File: config.mk
export PLATFORM = sky130hd
export DESIGN_NAME = vram_data_port
export DESIGN_NICKNAME = d
export VERILOG_FILES = /design/src/rtl/vram_port_pkg.sv /design/src/rtl/vram_pal_ram.sv /design/src/rtl/vram_region_dec.sv /design/src/rtl/vram_addr_step.sv /design/src/rtl/vram_data_port.sv
export SDC_FILE = /design/constraint.sdc
export NUM_CORES = 1
export LEC_CHECK = 0
export BUFFER_PORTS_ARGS = -buffer_cell sky130_fd_sc_hd__clkbuf_2
export CAP_MARGIN = 20
export CELL_PAD_IN_SITES_DETAIL_PLACEMENT = 0
export CELL_PAD_IN_SITES_GLOBAL_PLACEMENT = 1
export CORE_MARGIN = 5
export CORE_UTILIZATION = 50
export DETAILED_ROUTE_END_ITERATION = 8
export PLACE_DENSITY_LB_ADDON = 0.1
export SLEW_MARGIN = 20
export SYNTH_ARGS = -nofsm -noshare
export SYNTH_HDL_FRONTEND = slang
export SYNTH_SLANG_ARGS = --single-unit
File: constraint.sdc
create_clock -name clk -period 2.15 [get_ports clk]
set_clock_uncertainty 0.15 [all_clocks]
set_input_delay 0.215 -clock clk [delete_from_list [all_inputs] [get_ports clk]]
set_output_delay 0.215 -clock clk [all_outputs]
set_load 0.005 [all_outputs]
File: src/rtl/vram_port_pkg.sv
package vram_port_pkg;
    localparam int VA_W      = 15;
    localparam int MA_W      = 14;
    localparam int D_W       = 8;
    localparam int PAL_IDX_W = 5;
    localparam int PAL_W     = 6;
    localparam int HI_W      = D_W - PAL_W;

    typedef enum logic [1:0] {
        ST_IDLE,
        ST_REQ,
        ST_WAIT
    } port_st_e;

    typedef struct packed {
        port_st_e          st;
        logic [D_W-1:0]    rbuf;
        logic [D_W-1:0]    rd_data;
        logic              rd_valid;
        logic              addr_upd;
        logic [VA_W-1:0]   addr_next;
        logic              mem_req;
        logic              mem_we;
        logic [MA_W-1:0]   mem_addr;
        logic [D_W-1:0]    mem_wdata;
    } port_regs_t;
endpackage

File: src/rtl/vram_pal_ram.sv
module vram_pal_ram #(
    parameter int IDX_W = 5,
    parameter int W     = 6
) (
    input  logic             clk,
    input  logic             rst_n,
    input  logic             we,
    input  logic [IDX_W-1:0] idx,
    input  logic [W-1:0]     wdata,
    output logic [W-1:0]     rdata
);
    localparam int DEPTH = 1 << IDX_W;

    // Entries whose low two index bits are zero fold onto the lower half.
    function automatic logic [IDX_W-1:0] fold(input logic [IDX_W-1:0] i);
        logic [IDX_W-1:0] r;
        r = i;
        if (i[1:0] == 2'b00) r[IDX_W-1] = 1'b0;
        return r;
    endfunction

    logic [W-1:0]     ent_q [DEPTH];
    logic [W-1:0]     ent_d [DEPTH];
    logic [IDX_W-1:0] slot;

    assign slot  = fold(idx);
    assign rdata = ent_q[slot];

    always_comb begin
        for (int e = 0; e < DEPTH; e++) begin
            ent_d[e] = ent_q[e];
            if (we && (slot == IDX_W'(e))) ent_d[e] = wdata;
        end
    end

    always_ff @(posedge clk or negedge rst_n) begin
        if (!rst_n) begin
            for (int e = 0; e < DEPTH; e++) ent_q[e] <= '0;
        end else begin
            for (int e = 0; e < DEPTH; e++) ent_q[e] <= ent_d[e];
        end
    end
endmodule

File: src/rtl/vram_region_dec.sv
module vram_region_dec #(
    parameter int                 MA_W       = 14,
    parameter int                 TAG_W      = 6,
    parameter logic [TAG_W-1:0]   PAL_TAG    = 6'h3F,
    parameter logic [MA_W-1:0]    REFILL_OFS = 14'h1000
) (
    input  logic [MA_W-1:0] addr,
    output logic            is_pal,
    output logic [MA_W-1:0] refill_addr
);
    assign is_pal      = (addr[MA_W-1 -: TAG_W] == PAL_TAG);
    assign refill_addr = is_pal ? (addr - REFILL_OFS) : addr;
endmodule

File: src/rtl/vram_addr_step.sv
module vram_addr_step #(
    parameter int VA_W      = 15,
    parameter int WIDE_STEP = 32
) (
    input  logic [VA_W-1:0] cur,
    input  logic            wide,
    output logic [VA_W-1:0] nxt
);
    localparam logic [VA_W-1:0] STEP_W = VA_W'(WIDE_STEP);
    localparam logic [VA_W-1:0] STEP_N = VA_W'(1);

    assign nxt = cur + (wide ? STEP_W : STEP_N);
endmodule

File: src/rtl/vram_data_port.sv
module vram_data_port
    import vram_port_pkg::*;
#(
    parameter int WIDE_STEP = 32
) (
    input  logic            clk,
    input  logic            rst_n,
    input  logic            acc_valid,
    input  logic            acc_write,
    input  logic [D_W-1:0]  acc_wdata,
    input  logic [VA_W-1:0] cur_addr,
    input  logic            inc32,
    input  logic [HI_W-1:0] bus_hi,
    output logic            acc_ready,
    output logic [D_W-1:0]  rd_data,
    output logic            rd_valid,
    output logic [VA_W-1:0] addr_next,
    output logic            addr_upd,
    output logic            mem_req,
    output logic            mem_we,
    output logic [MA_W-1:0] mem_addr,
    output logic [D_W-1:0]  mem_wdata,
    input  logic [D_W-1:0]  mem_rdata
);
    port_regs_t       r_q, r_d;
    logic             is_pal;
    logic [MA_W-1:0]  refill_addr;
    logic [VA_W-1:0]  step_addr;
    logic [PAL_W-1:0] pal_rdata;
    logic             pal_we;
    logic             accept;

    vram_region_dec #(.MA_W(MA_W)) u_dec (
        .addr        (cur_addr[MA_W-1:0]),
        .is_pal      (is_pal),
        .refill_addr (refill_addr)
    );

    vram_addr_step #(.VA_W(VA_W), .WIDE_STEP(WIDE_STEP)) u_step (
        .cur  (cur_addr),
        .wide (inc32),
        .nxt  (step_addr)
    );

    vram_pal_ram #(.IDX_W(PAL_IDX_W), .W(PAL_W)) u_pal (
        .clk   (clk),
        .rst_n (rst_n),
        .we    (pal_we),
        .idx   (cur_addr[PAL_IDX_W-1:0]),
        .wdata (acc_wdata[PAL_W-1:0]),
        .rdata (pal_rdata)
    );

    assign acc_ready = (r_q.st == ST_IDLE);
    assign accept    = acc_valid && acc_ready;
    assign pal_we    = accept && acc_write && is_pal;

    always_comb begin
        r_d          = r_q;
        r_d.rd_valid = 1'b0;
        r_d.addr_upd = 1'b0;
        r_d.mem_req  = 1'b0;
        unique case (r_q.st)
            ST_IDLE: begin
                if (accept) begin
                    r_d.addr_upd  = 1'b1;
                    r_d.addr_next = step_addr;
                    if (acc_write) begin
                        if (!is_pal) begin
                            r_d.mem_req   = 1'b1;
                            r_d.mem_we    = 1'b1;
                            r_d.mem_addr  = cur_addr[MA_W-1:0];
                            r_d.mem_wdata = acc_wdata;
                            r_d.st        = ST_REQ;
                        end
                    end else begin
                        r_d.rd_valid = 1'b1;
                        r_d.rd_data  = is_pal ? {bus_hi, pal_rdata} : r_q.rbuf;
                        r_d.mem_req  = 1'b1;
                        r_d.mem_we   = 1'b0;
                        r_d.mem_addr = refill_addr;
                        r_d.st       = ST_REQ;
                    end
                end
            end
            ST_REQ: begin
                r_d.st = r_q.mem_we ? ST_IDLE : ST_WAIT;
            end
            ST_WAIT: begin
                r_d.rbuf = mem_rdata;
                r_d.st   = ST_IDLE;
            end
            default: r_d.st = ST_IDLE;
        endcase
    end

    always_ff @(posedge clk or negedge rst_n) begin
        if (!rst_n) begin
            r_q <= '{st: ST_IDLE, default: '0};
        end else begin
            r_q <= r_d;
        end
    end

    assign rd_data   = r_q.rd_data;
    assign rd_valid  = r_q.rd_valid;
    assign addr_next = r_q.addr_next;
    assign addr_upd  = r_q.addr_upd;
    assign mem_req   = r_q.mem_req;
    assign mem_we    = r_q.mem_we;
    assign mem_addr  = r_q.mem_addr;
    assign mem_wdata = r_q.mem_wdata;
endmodule

### After elaboration in Yosys (flattened, before gate mapping)

Index checks and enable logic that the tools add are counted.

| operators by class | value |
|---|---|
| $add $sub $neg | 2 |
| multipliers | 0 |
| div/mod/pow operators | 0 |
| order comparisons | 1 |
| equal/unequal tests | 37 |
| shift operators | 0 |
| multiplexer cells | 18 |
| bitwise gates (word level) | 3 |
| reductions and logical operators | 43 |

Operators by type and width:

| kind | count |
|---|---|
| $mux 41 | 2 |
| $eq 5x5->1 const B | 16 |
| $eq 5x4->1 const B | 8 |
| $logic_and 1x1->1 | 35 |
| $bmux 6 s5 | 1 |
| $mux 24 | 1 |
| $eq 5x3->1 const B | 4 |
| $mux 6 | 3 |
| $mux 16 | 1 |
| $mux 8 | 2 |
| $add 15x15->15 | 1 |
| $mux 14 | 1 |
| $sub 14x13->14 const B | 1 |
| $eq 5x2->1 const B | 2 |
| $mux 2 | 4 |
| $eq 6x6->1 const B | 1 |
| $ge 6x6->1 const B | 1 |
| $not 5->6 | 1 |
| $reduce_and 3->1 | 2 |
| $eq 5x1->1 const B | 1 |
| $logic_not 5->1 | 1 |
| $logic_not 2->1 | 2 |
| $pmux 2 s2 | 1 |
| $reduce_and 2->1 | 2 |
| other kinds (8) | 10 |

| word-level totals | value |
|---|---|
| bits in registers | 251 |
| bits in latches | 0 |
| bits in writable memories | 0 |
| ROM bits | 0 |
| bits of input ports | 38 |
| output and inout bits | 50 |
| memories | 0 |

### Depth between registers and ports, before layout

Gate-level depths: netlist (run 1).

| logic depth | value |
|---|---|
| depth after elaboration | 7 |
| depth in mapped cells | 9 |

### Cells and area by module

A second synthesis (run 1) with hierarchy kept.

| unflattened totals | value |
|---|---|
| cell total of the unflattened synthesis | 926 |
| area, all modules | 11732.5 µm² |

By module, submodules not included:

| module | instances | cells each | area an instance (µm²) | seq. area each (µm²) |
|---|---|---|---|---|
| vram_pal_ram | 1 | 606 | 8466.9 | 4504.3 |
| vram_data_port | 1 | 262 | 2807.7 | 1476.4 |
| vram_addr_step | 1 | 39 | 312.8 | 0.0 |
| vram_region_dec | 1 | 19 | 145.1 | 0.0 |

### Worst setup path before layout (run 1)

OpenSTA, ideal clock, no wires.

| timing | value |
|---|---|
| path type | register to register |
| start point | register r_q[58] (netlist name) |
| end point | register u_pal.ent_q[36] (netlist name) |
| arrival time | 1759 ps |
| data required time | 1875 ps |
| slack | 116 ps |
| cell stages (with the launch flop) | 8 |
| buffers on the path | 1 |
| clock period less this slack | 2034 ps |
| cells stage by stage | dfrtp_1 > nor2_2 > nand2_2 > clkinv_2 > buf_6 > nand4_4 > nor2_4 > mux2_2 |

| on the way | value |
|---|---|
| word-level cells in the longest chain between the ends | 5 |

RTL lines:

| item | line | source |
|---|---|---|
| start: declaration | vram_data_port.sv:25 | `port_regs_t r_q, r_d;` |
| start signal: assignment | vram_data_port.sv:101 | `r_q <= r_d;` |
| $logic_not 2->1 | vram_data_port.sv:54 | `assign acc_ready = (r_q.st == ST_IDLE);` |
| via acc_ready | vram_data_port.sv:14 | `output logic acc_ready,` |
| $logic_and 1x1->1 | vram_data_port.sv:55 | `assign accept = acc_valid && acc_ready;` |
| $logic_and 1x1->1 (2 in series) | vram_data_port.sv:56 | `assign pal_we = accept && acc_write && is_pal;` |
| $logic_and 1x1->1 | vram_pal_ram.sv:32 | `if (we && (slot == IDX_W'(e))) ent_d[e] = wdata;` |
| end: declaration | vram_pal_ram.sv:22 | `logic [W-1:0] ent_q [DEPTH];` |

The timed path passes the listed nets, and every way through them passes these cells.
A chain may end at the register's enable or synchronous reset.

### Worst setup path in the final report (run 1)

| timing | value |
|---|---|
| start point | input cur_addr[8] |
| end point | register u_pal.ent_q[163] (netlist name) |

| on the way | value |
|---|---|
| word-level cells in the longest chain between the ends | 3 |

RTL lines:

| item | line | source |
|---|---|---|
| start: declaration | vram_data_port.sv:11 | `input logic [VA_W-1:0] cur_addr,` |
| $eq 6x6->1 | vram_region_dec.sv:11 | `assign is_pal = (addr[MA_W-1 -: TAG_W] == PAL_TAG);` |
| $logic_and 1x1->1 | vram_data_port.sv:56 |  |
| $logic_and 1x1->1 | vram_pal_ram.sv:32 |  |

No other way between the ends.

==> flow_summary.ini, run 1 <==
[outcome]
status = finished clean

[timing]
timing.hold.ws_ps = 28.48
layout_worst_path_cycle_share = 0.9658
fmax_mhz = 481.6
rsz0062_at_grt = false
finalHoldViolCount = 0
relSlewSlack = 0.4918
min_period_ps = 2076
slew_viol_final = 0
setup_viol = 0
worst_slew_pin_slew_ps = 762.2

[hold_path]
hp-class = in2reg
hold_depth = 5

[cells_and_area]
final_nets = 985
nFillCells = 1826
mostFrequentLayoutCell = dfrtp_1
final_cells = 1278
layout-drive-gt1-share = 0.4859
antenna_cells = 0
area_growth_pct = 17.78
final_cell_mix = dfrtp_1, mux2_2, clkbuf_2
finish.utilization = 0.5912

[synth]
yosysSeqAreaShare = 0.5251
synth_cells = 839
ys_warn_count = 0
synth_fp_nets = 882
synthArstFlopShare = 1.000
synth_cell_type_count = 62
synth.largest_area_cell = dfrtp_1
yosys-top-cells-area = dfrtp_1, mux2_2, mux4_2
syn_area_per_cell_um2 = 13.92
synth-main-ff-cell = dfrtp_1
synth_area_um2 = 11680
yosysTopAreaCellShare = 0.5251
ys_ff_latch = 245
synth_enable_flop_cells = 0

[power_and_ir_drop]
p_per_area_nw_per_um2 = 817.4
ir_worst_vdd_v = 0.0005237
p_leak_nw = 6.592
total_power_mw = 11.24

[setup_path]
cpPeakStageDelay_ps = 530
reg2reg_depth = 8
end_kind = flip-flop
critPathKind = in2reg
crit_chain = dlygate4sd3_1 > clkbuf_2 > and3_1 > and3_1 > buf_12 > nand4_1 > buf_4 > nor2b_1 > buf_4 > mux2_2
path_max_fanout = 11
required_ps = 2410
cp-start-kind = input port
critPathSlowestCell = dlygate4sd3_1
worstPathArrival_ps = 2330

[clock_tree]
cts-root-buf = clkbuf_16
htree_levels = 1
clk_pin_slew_ps = 60
cts_buffer_depth = 3
clk_latency_ps = 530
numCtsBuffers = 26
cts_tree = built
cts_sinks = 245
post_cts_buffers = 0

[placed_design]
place_inst = 1208
io_buffers = 87
gp_congestion = 0.8335
dpl.hpwl_um = 20090

[detailed_routing]
vias = 7127
dr.first_iter.drc_count = 457
drtAntennaViolNets = 0
first_pass_iters = 4
drc = 0
post_drt_wl_per_cell_um = 22.08
avgViaCountPerCell = 5.577
wirelength_um = 28220

[floorplan]
start_util = 0.5019
die-area_um2 = 26510
die-width_um = 162.8
io_pins = 88
fp.coreArea_um2 = 23260
rows = 56
die_h_um = 162.8

[run]
cap_violations = 0

[global_routing]
grt_max_degree = 60
grt_pass1_vias = 7723
grtUsageTotal = 0.2172
overflow = 0
grt_pass1_wl_um = 44910
antenna_found_initial = 0
-- per-stage QoR --
step                      setup TNS, ps  area [um^2]  setup slack, ps
after global placement            -1953        12610           -91.54
final                                 0        13750            73.58
after CTS                             0        13740            24.57
after detailed placement          -3880        12610           -123.0
after floorplan                       0        11680            116.1
after global routing                  0        13750            9.847
-- state kept, by name, indices dropped and copies added (netlist names) --
register / cells
rd_data: 8
rd_valid: 1
addr_next: 15
mem_we: 1
r_q: 10
mem_req: 1
mem_addr: 14
addr_upd: 1
mem_wdata: 8
u_pal.ent_q: 186
-- layer usage --
layer,GRT usage,part of all wire,routed length [um],up-vias
li1,-,-,-,3188
met1,0.3163,0.47,13170,3705
met2,0.3498,0.46,13050,185
met3,0.02885,0.046,1288,49
met4,0.05376,0.025,704,0
met5,0,0,0,-
-- path summary, 6_finish.rpt --
path                                              from                           end  slack [ps]
max                                        cur_addr[8]  u_pal.ent_q[163]$_DFFE_PN0P_          70
min                                       cur_addr[13]      mem_addr[13]$_DFFE_PN0P_          30
max reg2reg                        r_q[58]$_DFFE_PN0P_  u_pal.ent_q[163]$_DFFE_PN0P_          90
min reg2reg                u_pal.ent_q[19]$_DFFE_PN0P_   u_pal.ent_q[19]$_DFFE_PN0P_         220
max in group asynchronous                        rst_n     addr_next[11]$_DFFE_PN0P_        1120
min in group asynchronous                        rst_n      mem_wdata[7]$_DFFE_PN0P_          80
-- kinds of logic after synthesis --
group                    share of synthesized area
buffers and inverters                      0.06001
multiplexers                                0.2795
adder cells (fa/ha/maj)                   0.005358
XOR/XNOR                                  0.009751
AND/OR/NAND/NOR                            0.07555
AO/OA/AOI/OAI                              0.04479
flip-flops                                  0.5251
-- cell usage after synthesis (all sizes together) (2+ instances only) --
cell type,number
mux2i,17
nor2,42
inv,5
a211oi,4
nor4b,2
or3b,2
nor3,5
mux2,204
xnor2,10
a22o,5
a22oi,9
a221oi,4
nand4,5
a21oi,11
o221ai,5
nor2b,8
ha,5
dfrtp,245
clkbuf,38
a41oi,2
o21ai,19
nand3b,4
a31oi,2
a21boi,5
nor3b,3
nand3,8
buf,76
and2,3
o211ai,2
xor2,3
and3,3
nand2,36
mux4,34
-- where the power goes --
group / switching, mW / internal (mW) / total (mW)
logic: 0.757 / 0.679 / 1.44
clock network: 1.76 / 2.81 / 4.57
registers: 0.254 / 4.98 / 5.23
total: 2.77 / 8.47 / 11.2
-- what timing repair did --
action	CTS	global route
endpoints found under the hold margin	276	0
gates cloned	0	0
endpoints found under the setup margin	1	7
hold buffers	25	0
resized for setup	1	2
pin swaps	0	0
-- critical path: cells and delay by family --
kind / cells / cell delay, ps
mux: 1 / 340
simple gates: 4 / 570
buf+inv: 5 / 1190
-- area by class of cell --
| class | instances | area [um^2] | area share |
|---|---|---|---|
| clock buffers | 37 | 763.2 | 0.05550 |
| clock inverters | 8 | 115.1 | 0.008370 |
| inverters | 6 | 23.77 | 0.001729 |
| multi-input cells | 474 | 4856 | 0.3531 |
| flip-flops and latches | 245 | 6131 | 0.4458 |
| well taps | 319 | 399.1 | 0.02902 |
| repair buffers | 189 | 1464 | 0.1065 |
(Power assumes the default switching activity.)
==> run 2: changes to the inputs <==
TNS_END_PERCENT = 20   (was unset)
clock period = 2.25 ns   (was 2.15 ns; I/O delays follow)
==> flow_summary.ini, run 2 (synthesis results as in run 1) <==
[detailed_routing]
dr.first_iter.drc_count = 448
post_drt_wl_per_cell_um = 22.22
drc = 0
first_pass_iters = 5
drtAntennaViolNets = 0
avgViaCountPerCell = 5.613
wirelength_um = 28050
vias = 7083

[cells_and_area]
final_cell_mix = dfrtp_1, mux2_2, clkbuf_2
multi_input_area_um2 = 4846
layout-drive-gt1-share = 0.4751
area_growth_pct = 15.86
nFillCells = 1888
regMostFlops = u_pal.ent_q
regArea_um2 = 6131
mostFrequentLayoutCell = dfrtp_1
finish.utilization = 0.5815
antenna_cells = 0
final_cells = 1262
final_nets = 965
fin_area_um2 = 13530
largest_register_ffs = 186

[clock_tree]
numCtsBuffers = 27
cts_sinks = 245
cts_tree = built
clk_latency_ps = 540
cts_buffer_depth = 3
clk_pin_slew_ps = 60
cts-root-buf = clkbuf_16
htree_levels = 1

[hold_path]
hp-class = in2reg

[floorplan]
fp.coreArea_um2 = 23260
rows = 56
io_pins = 88
die-width_um = 162.8
start_util = 0.5019
die-area_um2 = 26510
die_h_um = 162.8

[timing]
worst_slew_pin_slew_ps = 766.2
rsz0062_at_grt = false
layout_worst_path_cycle_share = 0.9384
setup_viol = 0
timing.hold.ws_ps = 16.62
slew_viol_final = 0
finalHoldViolCount = 0
min_period_ps = 2111
setup_ws_ps = 138.7
relSlewSlack = 0.4892
setup_tns_ps = 0
fmax_mhz = 473.6

[setup_path]
worstPathArrival_ps = 2370
required_ps = 2510
cp-start-kind = input port
path_delay_family = simple AND/OR/NAND/NOR gates
critPathBufInv = 2
critPathKind = in2reg
cpPeakStageDelay_ps = 530
end_kind = flip-flop
crit_chain = dlygate4sd3_1 > clkbuf_2 > nor2b_1 > nand4_4 > nor2_4 > mux2_2
critPathSlowestCell = dlygate4sd3_1
path_max_fanout = 8

[power_and_ir_drop]
switchingPower_mw = 2.636
power_frac_clock = 0.405
combPwrFrac = 0.126
p_per_area_nw_per_um2 = 783.3
p_leak_nw = 6.462
seq_power_share = 0.469
switching_share = 0.2487
p_int_mw = 7.961
total_power_mw = 10.60
ir_worst_vdd_v = 0.0004455

[global_routing]
grt_max_degree = 65
grt_pass1_vias = 7654
antenna_found_initial = 0
grtUsageTotal = 0.2159
overflow = 0
grt_pass1_wl_um = 44930

[outcome]
status = finished clean

[placed_design]
gp_congestion = 0.8218
post_dp_cell_area_um2 = 12390
place_inst = 1187
io_buffers = 87
dpl.hpwl_um = 19340
place_ws_ps = -135.6

[run]
cap_violations = 0
run 2: changes by cell type in the layout (fill, tap and decap cells not counted), moves of 2 or more:
cell | before | now
clkbuf_1 | 5 | 7
bufinv_16 | 3 | 0
buf_12 | 15 | 10
buf_4 | 63 | 47
clkbuf_8 | 5 | 11
clkinv_2 | 6 | 4
run 2: final timing paths:
kind,from,to,slack (ps),cells after the start
worst max register to register,r_q[58]$_DFFE_PN0P_,u_pal.ent_q[1]$_DFFE_PN0P_,150,6
min in group asynchronous,rst_n,mem_wdata[6]$_DFFE_PN0P_,120,2
max in group asynchronous,rst_n,mem_addr[1]$_DFFE_PN0P_,1090,3
worst min-delay path,acc_valid,addr_next[3]$_DFFE_PN0P_,20,4
worst max-delay path,cur_addr[2],u_pal.ent_q[128]$_DFFE_PN0P_,140,6
worst min register to register,u_pal.ent_q[93]$_DFFE_PN0P_,u_pal.ent_q[93]$_DFFE_PN0P_,220,0
run 2: worst register-to-register path: stages, from the launching register on:
cell and delay, ps:
dfrtp_1 400, nor2_2 140, nand2_2 80, clkinv_2 190, nand4_4 300, nor2_4 340, mux2_2 380
run 2: layer usage:
metal,global-route usage,up-vias,part of all wire,wire (um)
met2,0.3453,191,0.46,12910
met3,0.03214,37,0.042,1189
met1,0.3170,3694,0.47,13310
li1,-,3161,-,-
met4,0.04651,0,0.023,641
met5,0,-,0,0
run 2: repair_timing:
action | CTS | global route
endpoints found under the setup margin | 0 | 3
gates resized for setup | 0 | 1
setup buffers | 0 | 0
endpoints found under the hold margin | 242 | 0
hold buffers | 25 | 0
run 2: cell type report:
type / count / share of cell area
clock buffers: 45 / 0.06308
clock inverters: 5 / 0.002312
inverters: 6 / 0.001757
multi-input cells: 474 / 0.3582
flip-flops and latches: 245 / 0.4532
well taps: 319 / 0.02950
repair buffers: 168 / 0.09193
run 2: power by group through the flow:
stage	clock network, mW	registers, mW	logic (mW)
6_report	4.29	4.97	1.33
5_1_grt	4.59	5.01	1.48
4_1_cts	4.40	4.97	1.36
3_5_place_dp	0	5.05	1.32
3_3_place_gp	0	5.03	1.30
2_1_floorplan	0	4.97	1.00
